File: src/rtl/dex_align_pkg.sv
package dex_align_pkg;
  localparam int TGT_W    = 12;
  localparam int TGT_BIAS = 2048;

  typedef enum logic {
    ST_IDLE = 1'b0,
    ST_RUN  = 1'b1
  } align_st_e;
endpackage

File: src/rtl/dex_align_mul10.sv
module dex_align_mul10 #(
  parameter int MANT_W = 39
) (
  input  logic [MANT_W-1:0] mant_i,
  input  logic              wrap_i,
  output logic [MANT_W-1:0] mant_o,
  output logic              over_o
);
  localparam int PW = MANT_W + 4;

  logic [PW-1:0] prod;

  always_comb begin
    // ten = eight plus two: two shifted copies, one adder
    prod   = ({4'b0000, mant_i} << 3) + ({4'b0000, mant_i} << 1);
    over_o = |prod[PW-1:MANT_W];
    if (over_o && !wrap_i) mant_o = '1;
    else                   mant_o = prod[MANT_W-1:0];
  end
endmodule

File: src/rtl/dex_align_div10.sv
module dex_align_div10 #(
  parameter int MANT_W = 39
) (
  input  logic [MANT_W-1:0] mant_i,
  input  logic              round_i,
  output logic [MANT_W-1:0] mant_o
);
  localparam logic [MANT_W-1:0] TEN  = MANT_W'(10);
  localparam logic [MANT_W-1:0] FIVE = MANT_W'(5);
  localparam logic [MANT_W-1:0] ONE  = MANT_W'(1);

  logic [MANT_W-1:0] quo;
  logic [MANT_W-1:0] rem;

  always_comb begin
    quo = mant_i / TEN;
    rem = mant_i - quo * TEN;
    // quo <= max/10, so adding one cannot overflow
    if (round_i && (rem >= FIVE)) mant_o = quo + ONE;
    else                          mant_o = quo;
  end
endmodule

File: src/rtl/dex_target_align.sv
module dex_target_align
  import dex_align_pkg::*;
#(
  parameter int MANT_W   = 39,
  parameter int EXP_W    = 8,
  parameter int EXP_BIAS = 128
) (
  input  logic                 clk,
  input  logic                 rst_n,
  input  logic                 start,
  input  logic                 in_sign,
  input  logic [EXP_W-1:0]     in_exp,
  input  logic [MANT_W-1:0]    in_mant,
  input  logic [TGT_W-1:0]     tgt_exp,
  input  logic                 ext_mode,
  input  logic                 trap_en,
  output logic                 out_sign,
  output logic [MANT_W-1:0]    out_mant,
  output logic [TGT_W-1:0]     out_exp,
  output logic                 done,
  output logic                 ovf,
  output logic                 trap_req
);
  localparam logic [TGT_W-1:0] REBIAS = TGT_W'(TGT_BIAS - EXP_BIAS);
  localparam logic [TGT_W-1:0] E_ONE  = TGT_W'(1);

  align_st_e         st_q, st_d;
  logic [TGT_W-1:0]  cur_q, cur_d, tgt_q;
  logic [MANT_W-1:0] mant_q, mant_d;
  logic              sign_q, ext_q, trp_q;
  logic              ovf_q, ovf_d, wrap_q, wrap_d, done_q, done_d;

  logic              load_en, step_en;
  logic              go_down, last_div;
  logic [MANT_W-1:0] mul_m, div_m;
  logic              mul_over;

  dex_align_mul10 #(.MANT_W(MANT_W)) u_mul (
    .mant_i (mant_q),
    .wrap_i (ext_q),
    .mant_o (mul_m),
    .over_o (mul_over)
  );

  dex_align_div10 #(.MANT_W(MANT_W)) u_div (
    .mant_i  (mant_q),
    .round_i (!ext_q && last_div),
    .mant_o  (div_m)
  );

  // next-state logic
  always_comb begin
    load_en  = (st_q == ST_IDLE) && start;
    step_en  = (st_q == ST_RUN) && (cur_q != tgt_q);
    go_down  = cur_q > tgt_q;
    last_div = (cur_q + E_ONE) == tgt_q;

    st_d   = st_q;
    cur_d  = cur_q;
    mant_d = mant_q;
    ovf_d  = ovf_q;
    wrap_d = wrap_q;
    done_d = 1'b0;

    if (load_en) begin
      st_d   = ST_RUN;
      cur_d  = {{(TGT_W-EXP_W){1'b0}}, in_exp} + REBIAS;
      mant_d = in_mant;
      ovf_d  = 1'b0;
      wrap_d = 1'b0;
    end else if (st_q == ST_RUN) begin
      if (!step_en) begin
        st_d   = ST_IDLE;
        done_d = 1'b1;
      end else if (go_down) begin
        mant_d = mul_m;
        cur_d  = cur_q - E_ONE;
        if (mul_over) begin
          if (ext_q) wrap_d = 1'b1;
          else       ovf_d  = 1'b1;
        end
      end else begin
        mant_d = div_m;
        cur_d  = (div_m == '0) ? tgt_q : cur_q + E_ONE;
      end
    end
  end

  // registers
  always_ff @(posedge clk or negedge rst_n) begin
    if (!rst_n) begin
      st_q   <= ST_IDLE;
      cur_q  <= '0;
      tgt_q  <= '0;
      mant_q <= '0;
      sign_q <= 1'b0;
      ext_q  <= 1'b0;
      trp_q  <= 1'b0;
      ovf_q  <= 1'b0;
      wrap_q <= 1'b0;
      done_q <= 1'b0;
    end else begin
      st_q   <= st_d;
      cur_q  <= cur_d;
      mant_q <= mant_d;
      ovf_q  <= ovf_d;
      wrap_q <= wrap_d;
      done_q <= done_d;
      if (load_en) begin
        tgt_q  <= tgt_exp;
        sign_q <= in_sign;
        ext_q  <= ext_mode;
        trp_q  <= trap_en;
      end
    end
  end

  assign out_sign = sign_q;
  assign out_mant = mant_q;
  assign out_exp  = cur_q;
  assign done     = done_q;
  assign ovf      = ovf_q;
  assign trap_req = done_q && wrap_q && trp_q;

  // completion is a single-clock pulse
  a_r10_done_pulse: assert property (@(posedge clk) disable iff (!rst_n)
    done |=> !done);
  // captured target is not disturbed while running
  a_r10_busy_hold: assert property (@(posedge clk) disable iff (!rst_n)
    (st_q == ST_RUN) |=> $stable(tgt_q));
  // exponent matches the target at completion
  a_r1_exp_at_done: assert property (@(posedge clk) disable iff (!rst_n)
    done |-> (out_exp == tgt_q));
  // each downward step lowers the exponent by exactly one
  a_r2_step_down: assert property (@(posedge clk) disable iff (!rst_n)
    (st_q == ST_RUN && cur_q > tgt_q) |=> (cur_q == $past(cur_q) - E_ONE));
  // upward steps add one or jump to the target
  a_r3_step_up: assert property (@(posedge clk) disable iff (!rst_n)
    (st_q == ST_RUN && cur_q < tgt_q) |=>
      (cur_q == $past(cur_q) + E_ONE || cur_q == tgt_q));
  // trap only in extensible mode with trapping on
  a_r8_trap_mode: assert property (@(posedge clk) disable iff (!rst_n)
    trap_req |-> (ext_q && trp_q && done));
  // extensible mode never reports saturation overflow
  a_r7_no_ovf_ext: assert property (@(posedge clk) disable iff (!rst_n)
    ext_q |-> !ovf);
endmodule

File: config.mk
export PLATFORM = sky130hd
export DESIGN_NAME = dex_target_align
export DESIGN_NICKNAME = d
export VERILOG_FILES = /design/src/rtl/dex_align_pkg.sv /design/src/rtl/dex_align_mul10.sv /design/src/rtl/dex_align_div10.sv /design/src/rtl/dex_target_align.sv
export SDC_FILE = /design/constraint.sdc
export NUM_CORES = 1
export LEC_CHECK = 0
export BUFFER_PORTS_ARGS = -buffer_cell sky130_fd_sc_hd__buf_2
export CORE_ASPECT_RATIO = 1.5
export CORE_MARGIN = 1.5
export CORE_UTILIZATION = 50
export CTS_CLUSTER_DIAMETER = 150
export DETAILED_ROUTE_END_ITERATION = 10
export GPL_TIMING_DRIVEN = 0
export PLACE_DENSITY = 0.68
export SYNTH_ARGS = -nofsm -noshare
export SYNTH_HDL_FRONTEND = slang
export SYNTH_SLANG_ARGS = --single-unit
File: constraint.sdc
create_clock -name clk -period 22.9 [get_ports clk]
set_input_delay 1.145 -clock clk [delete_from_list [all_inputs] [get_ports clk]]
set_output_delay 1.145 -clock clk [all_outputs]
set_load 0.01 [all_outputs]
After elaboration in Yosys (flattened, before gate mapping). Index checks and enable logic that the tools add are counted.

$add $sub $neg: 6. Multiply operators: 1. Divide/modulo/power cells: 1. Magnitude comparators: 2. Eq/ne operators: 3. Muxes and demuxes: 29. Bitwise gates (word level): 1. Reductions and logical operators: 18.

Operator list (number): $mux W39 (6); $mux W12 (5); $add A42 B40 Y43 (1); $add A39 B1 Y39 const B (1); $div A39 B4 Y39 const B (1); $ge A39 B3 Y1 const B (1); $logic_not A39 Y1 (1); $mul A39 B3 Y38 const B (1); $sub A39 B39 Y39 (1); $mux W1 (18); $add A12 B1 Y12 const B (1); $add A8 B11 Y12 const B (1); $eq A12 B12 Y1 (1); $gt A12 B12 Y1 (1); $ne A12 B12 Y1 (1); $sub A12 B1 Y12 const B (1); $reduce_and A5 Y1 (2); $reduce_bool A2 Y1 (5); $logic_and A1 B1 Y1 (7); $reduce_or A4 Y1 (1); $ne A2 B1 Y1 const B (1); $reduce_and A2 Y1 (1); $logic_not A1 Y1 (1); $not A1 Y1 (1).

Register bits: 70. Input port bits: 65. Output and inout bits: 55.

Logic depth before layout (Yosys ltp).
Depth after elaboration: 12. Gate-level depth with buffers: 124. Gate-level depth less buffers: 107.

Hierarchy. Synthesis repeated with hierarchy kept, for this count alone.

Cells, all modules: 2387. Area total of the unflattened synthesis: 16995.0 sq um.

Modules (own cells, without submodules): dex_align_div10 (instances 1, cells an instance 1476, area each 9819.4 sq um); dex_target_align (instances 1, cells an instance 528, area each 4521.8 sq um); dex_align_mul10 (instances 1, cells an instance 383, area each 2653.8 sq um).

Least setup slack after synthesis. OpenSTA, ideal clock, no wires.

Kind: flip-flop to flip-flop. Start: register mant_q[36], in the netlist out_mant[36]. End: register cur_q[10], in the netlist out_exp[10]. Library setup time: 0.094 ns. Data arrival time: 21.001 ns. Slack: 1.805 ns. Stages on the path, launching flop included: 116. Path buffers: 8. Period minus slack after synthesis: 21.095 ns. Cells stage by stage: dfrtp_1 > buf_6 > or3b_1 > a22o_1 > and3_1 > buf_6 > xnor2_1 > o221ai_1 > o32a_2 > a22o_1 > a221o_1 > or2_1 > buf_2 > nand3_1 > a31oi_1 > a2111oi_4 > nor2_2 > a211o_1 > [... 80 more ...] > nand3_1 > nor4_1 > o311ai_0 > a2111oi_0 > nor3_1 > clkbuf_1 > nand4_1 > nor4_1 > mux2_1 > nor3_1 > nand4_1 > a2111oi_2 > nand4_1 > or4_1 > buf_4 > nor4_2 > nor3_1 > a211oi_1.

Word-level cells in the longest chain between the ends: 12. Elaborated cells on any way between the ends: 13.

Ends and longest elaborated chain: from (decl) (RTL line dex_target_align.sv:29) `logic [MANT_W-1:0] mant_q, mant_d;`; from (signal assigned) (RTL line dex_target_align.sv:105) `mant_q <= mant_d;`; $div A39 B4 Y39 (RTL line dex_align_div10.sv:16) `quo = mant_i / TEN;`; $mul A39 B3 Y38 (RTL line dex_align_div10.sv:17) `rem = mant_i - quo * TEN;`; $sub A39 B39 Y39 (RTL line dex_align_div10.sv:17); $ge A39 B3 Y1 (RTL line dex_align_div10.sv:19) `if (round_i && (rem >= FIVE)) mant_o = quo + ONE;`; $logic_and A1 B1 Y1 (RTL line dex_align_div10.sv:19); $mux W39 (*) (RTL line dex_align_div10.sv:19); $logic_not A39 Y1 (*) (RTL line dex_target_align.sv:84) `cur_d = (div_m == '0) ? tgt_q : cur_q + E_ONE;`; $mux W12 (*) (RTL line dex_target_align.sv:84); $mux W12 (*) (RTL line dex_target_align.sv:75) `end else if (go_down) begin`; $mux W12 (*) (RTL line dex_target_align.sv:72) `if (!step_en) begin`; $mux W12 (*) (RTL line dex_target_align.sv:71) `end else if (st_q == ST_RUN) begin`; $mux W12 (*) (RTL line dex_target_align.sv:65) `if (load_en) begin`; to (signal assigned) (RTL line dex_target_align.sv:104) `cur_q <= cur_d;`; to (decl) (RTL line dex_target_align.sv:28) `logic [TGT_W-1:0] cur_q, cur_d, tgt_q;`.

Mark *: on every way between the ends. The rest lies on a longest branch, timed or not. The select of a mux whose other input is x is not followed. A chain may end at the register's enable or synchronous reset.

Worst setup path after layout.
Start: register mant_q[36], in the netlist out_mant[36]. End: register cur_q[11], in the netlist out_exp[11].

The elaborated chain is that of the path after synthesis.

==> metrics.txt <==
Crit path largest cell delay 0.45 ns; drt total wl 65600 µm; global-route wire length before repair 98200 µm; hold crit path type flop to flop; Critical Path Sink Type flop; area leader, netlist ha_1; met1 usage 0.429; initial antenna violation count 0; synthesized netlist cell count 2278; status finished, final reports clean; M2 GR Usage 0.631; ys async rst share 1.00; Row Count 81; fin crit period 22.79 ns; post-route clock period utilization 0.995; Clock Sinks 70; Yosys reg bits 70; hold path cells 2; clk buf depth 2; global route overflow 0; Fin Setup TNS 0 ns; Placer Congestion 1.00; grt met3 use 0.0564; Vias 19700; largest net degree at the start of global routing 39; grt peak-use layer met2; WP depth 117; Core ar. 32400 µm²; Initial Util 0.505; DRT antenna net count 0; Arrival @ worst endpoint 23.07 ns; H-tree levels 3; Slew @ Worst Pin 1.21 ns; syn_nets 2503; # DRC 0; CTS Buf Count 9; DR vias/cell 6.62; dominant synthesized flop cell dfrtp_1; sequential fraction of the synthesis area 0.107; synthesized area 16400 µm²; Netlist cell types 130; clock skew 0.0149 ns; R2R depth 117; Buf/Inv on CP 18; die height 225 µm; DP HPWL 46700 µm; commonest non-fill, non-tap cells in the layout 201 x nand2_1, 183 x nor2_1, 157 x buf_4; port bufs 119; type of the worst setup path flop to flop; starting DRC count in detailed routing 1488; number of global-route vias before repair 18700; DR pass1 iterations 5; Slew Limit Fails 0; nets@finish 2779; EDFF count, synth 0; Ys Warns 0; Synth Area per Inst 7.19 µm²; layout cells sized above 1 0.262; max cap viols 0; Root Driver clkbuf_16; RSZ-0062 raised after global routing yes; Die Area 33900 µm²; Skew-Pair Late Insertion Delay 0.37 ns; final hold vios 0; crit path launch type flop; CP required 23.18 ns; Wirelength per Cell 22.0 µm; Post-CTS Hold Buffers 0; Slowest-stage cell, CP a221o_2; commonest non-fill, non-tap cell in the layout nand2_1; # setup viols final 0; Area Overhead vs Synth 26.6%; # IOs 120; CP Max Fanout 10; Slew Limit Headroom 0.182; Worst-path clk slew 0.07 ns; Synth top area share 0.120; Peak Freq 43.9 MHz; CTS tree built; Worst path top cell family by delay compound AO/OA/AOI/OAI gates; die width 151 µm; GRT Total Usage 0.365; dominant cells by area after synthesis ha_1 12%, dfrtp_1 11%, o21ai_0 5.3%
## kinds of logic (layout without fill, tap and decap cells)
kind of cell	count (synthesis)	in the layout	share of synthesized area
multiplexers	25	25	0.0157
AO/OA/AOI/OAI	791	791	0.346
other	0	1	0
flip-flops	70	70	0.107
XOR/XNOR	119	119	0.0636
adder cells (fa/ha/maj)	165	165	0.127
AND/OR/NAND/NOR	816	816	0.254
buffers and inverters	292	573	0.0872
## registers in the layout, indices dropped and copies added (netlist names)
register and cells:
trp_q 1, wrap_q 1, ext_q 1, st_q 1, tgt_q 12, out_exp 12, done 1, out_mant 39
ovf 1, out_sign 1
## cell type report
cell class,instances,area [µm²]
antenna,1,2.50
buffer,128,926
clock buffer,10,229
clock inverter,6,93.8
fill,2926,11700
inverter,159,601
multi-input combinational,1916,14800
sequential,70,1760
tap,415,519
timing repair buffer,270,1830
## synthesized netlist by cell type, drive strengths merged, types with 18 or more instances
| master | instances |
|---|---|
| nor4 | 47 |
| clkbuf | 52 |
| nand4 | 33 |
| nand2 | 212 |
| o21ai | 203 |
| inv | 153 |
| buf | 78 |
| nor3 | 80 |
| a211oi | 31 |
| and3 | 30 |
| xor2 | 30 |
| o211ai | 31 |
| a31oi | 18 |
| a21o | 23 |
| dfrtp | 70 |
| ha | 157 |
| nand3 | 68 |
| o31ai | 22 |
| and2 | 25 |
| o221ai | 19 |
| a2111oi | 18 |
| nor2 | 205 |
| mux2i | 20 |
| xnor2 | 89 |
| o21a | 32 |
| nand2b | 31 |
| a21oi | 165 |
| a21boi | 25 |
| o22ai | 26 |
| a22oi | 24 |
## path summary, 6_finish.rpt
kind | startpoint | endpoint | slack [ns]
worst max-delay path | out_mant[36] | out_exp[11] | 0.11
worst min-delay path | trp_q | trp_q | 0.48
worst max register to register | out_mant[36] | out_exp[11] | 0.11
worst min register to register | trp_q | trp_q | 0.48
max in group asynchronous | rst_n | out_mant[36] | 21.47
min in group asynchronous | rst_n | out_mant[4] | 0.78
## worst min-delay path: cells and delay by family (launching register included)
| family | cells | cell delay, ns |
|---|---|---|
| DFF | 1 | 0.35 |
| and+or+nand+nor | 2 | 0.11 |
## through the flow
step	setup WS [ns]	cell area, µm²	instances	hold WS, ns	util
after floorplan	1.80	16400	2278	0.439	-
after global placement	-3.78	17500	2812	0.460	0.539
after detailed placement	-4.12	17500	2813	0.466	0.540
after CTS	0.00957	19500	2912	0.483	0.601
after global routing	-0.939	20700	2974	0.510	0.639
final	0.109	20700	2975	0.483	0.639
## routing by layer
metal | wire length [µm] | part of all wire
met3 | 4750 | 0.072
met4 | 3990 | 0.061
met2 | 31600 | 0.48
met1 | 25200 | 0.38
met5 | 0 | 0
## timing repair
item	in CTS	in global routing
pin swaps	115	112
endpoints found under the setup margin	48	48
cloned	2	1
resized for setup	213	146
setup buffers	84	64
Power is not shown: default switching activity piles up to over one toggle a cycle in this logic, so the estimate is an artifact.
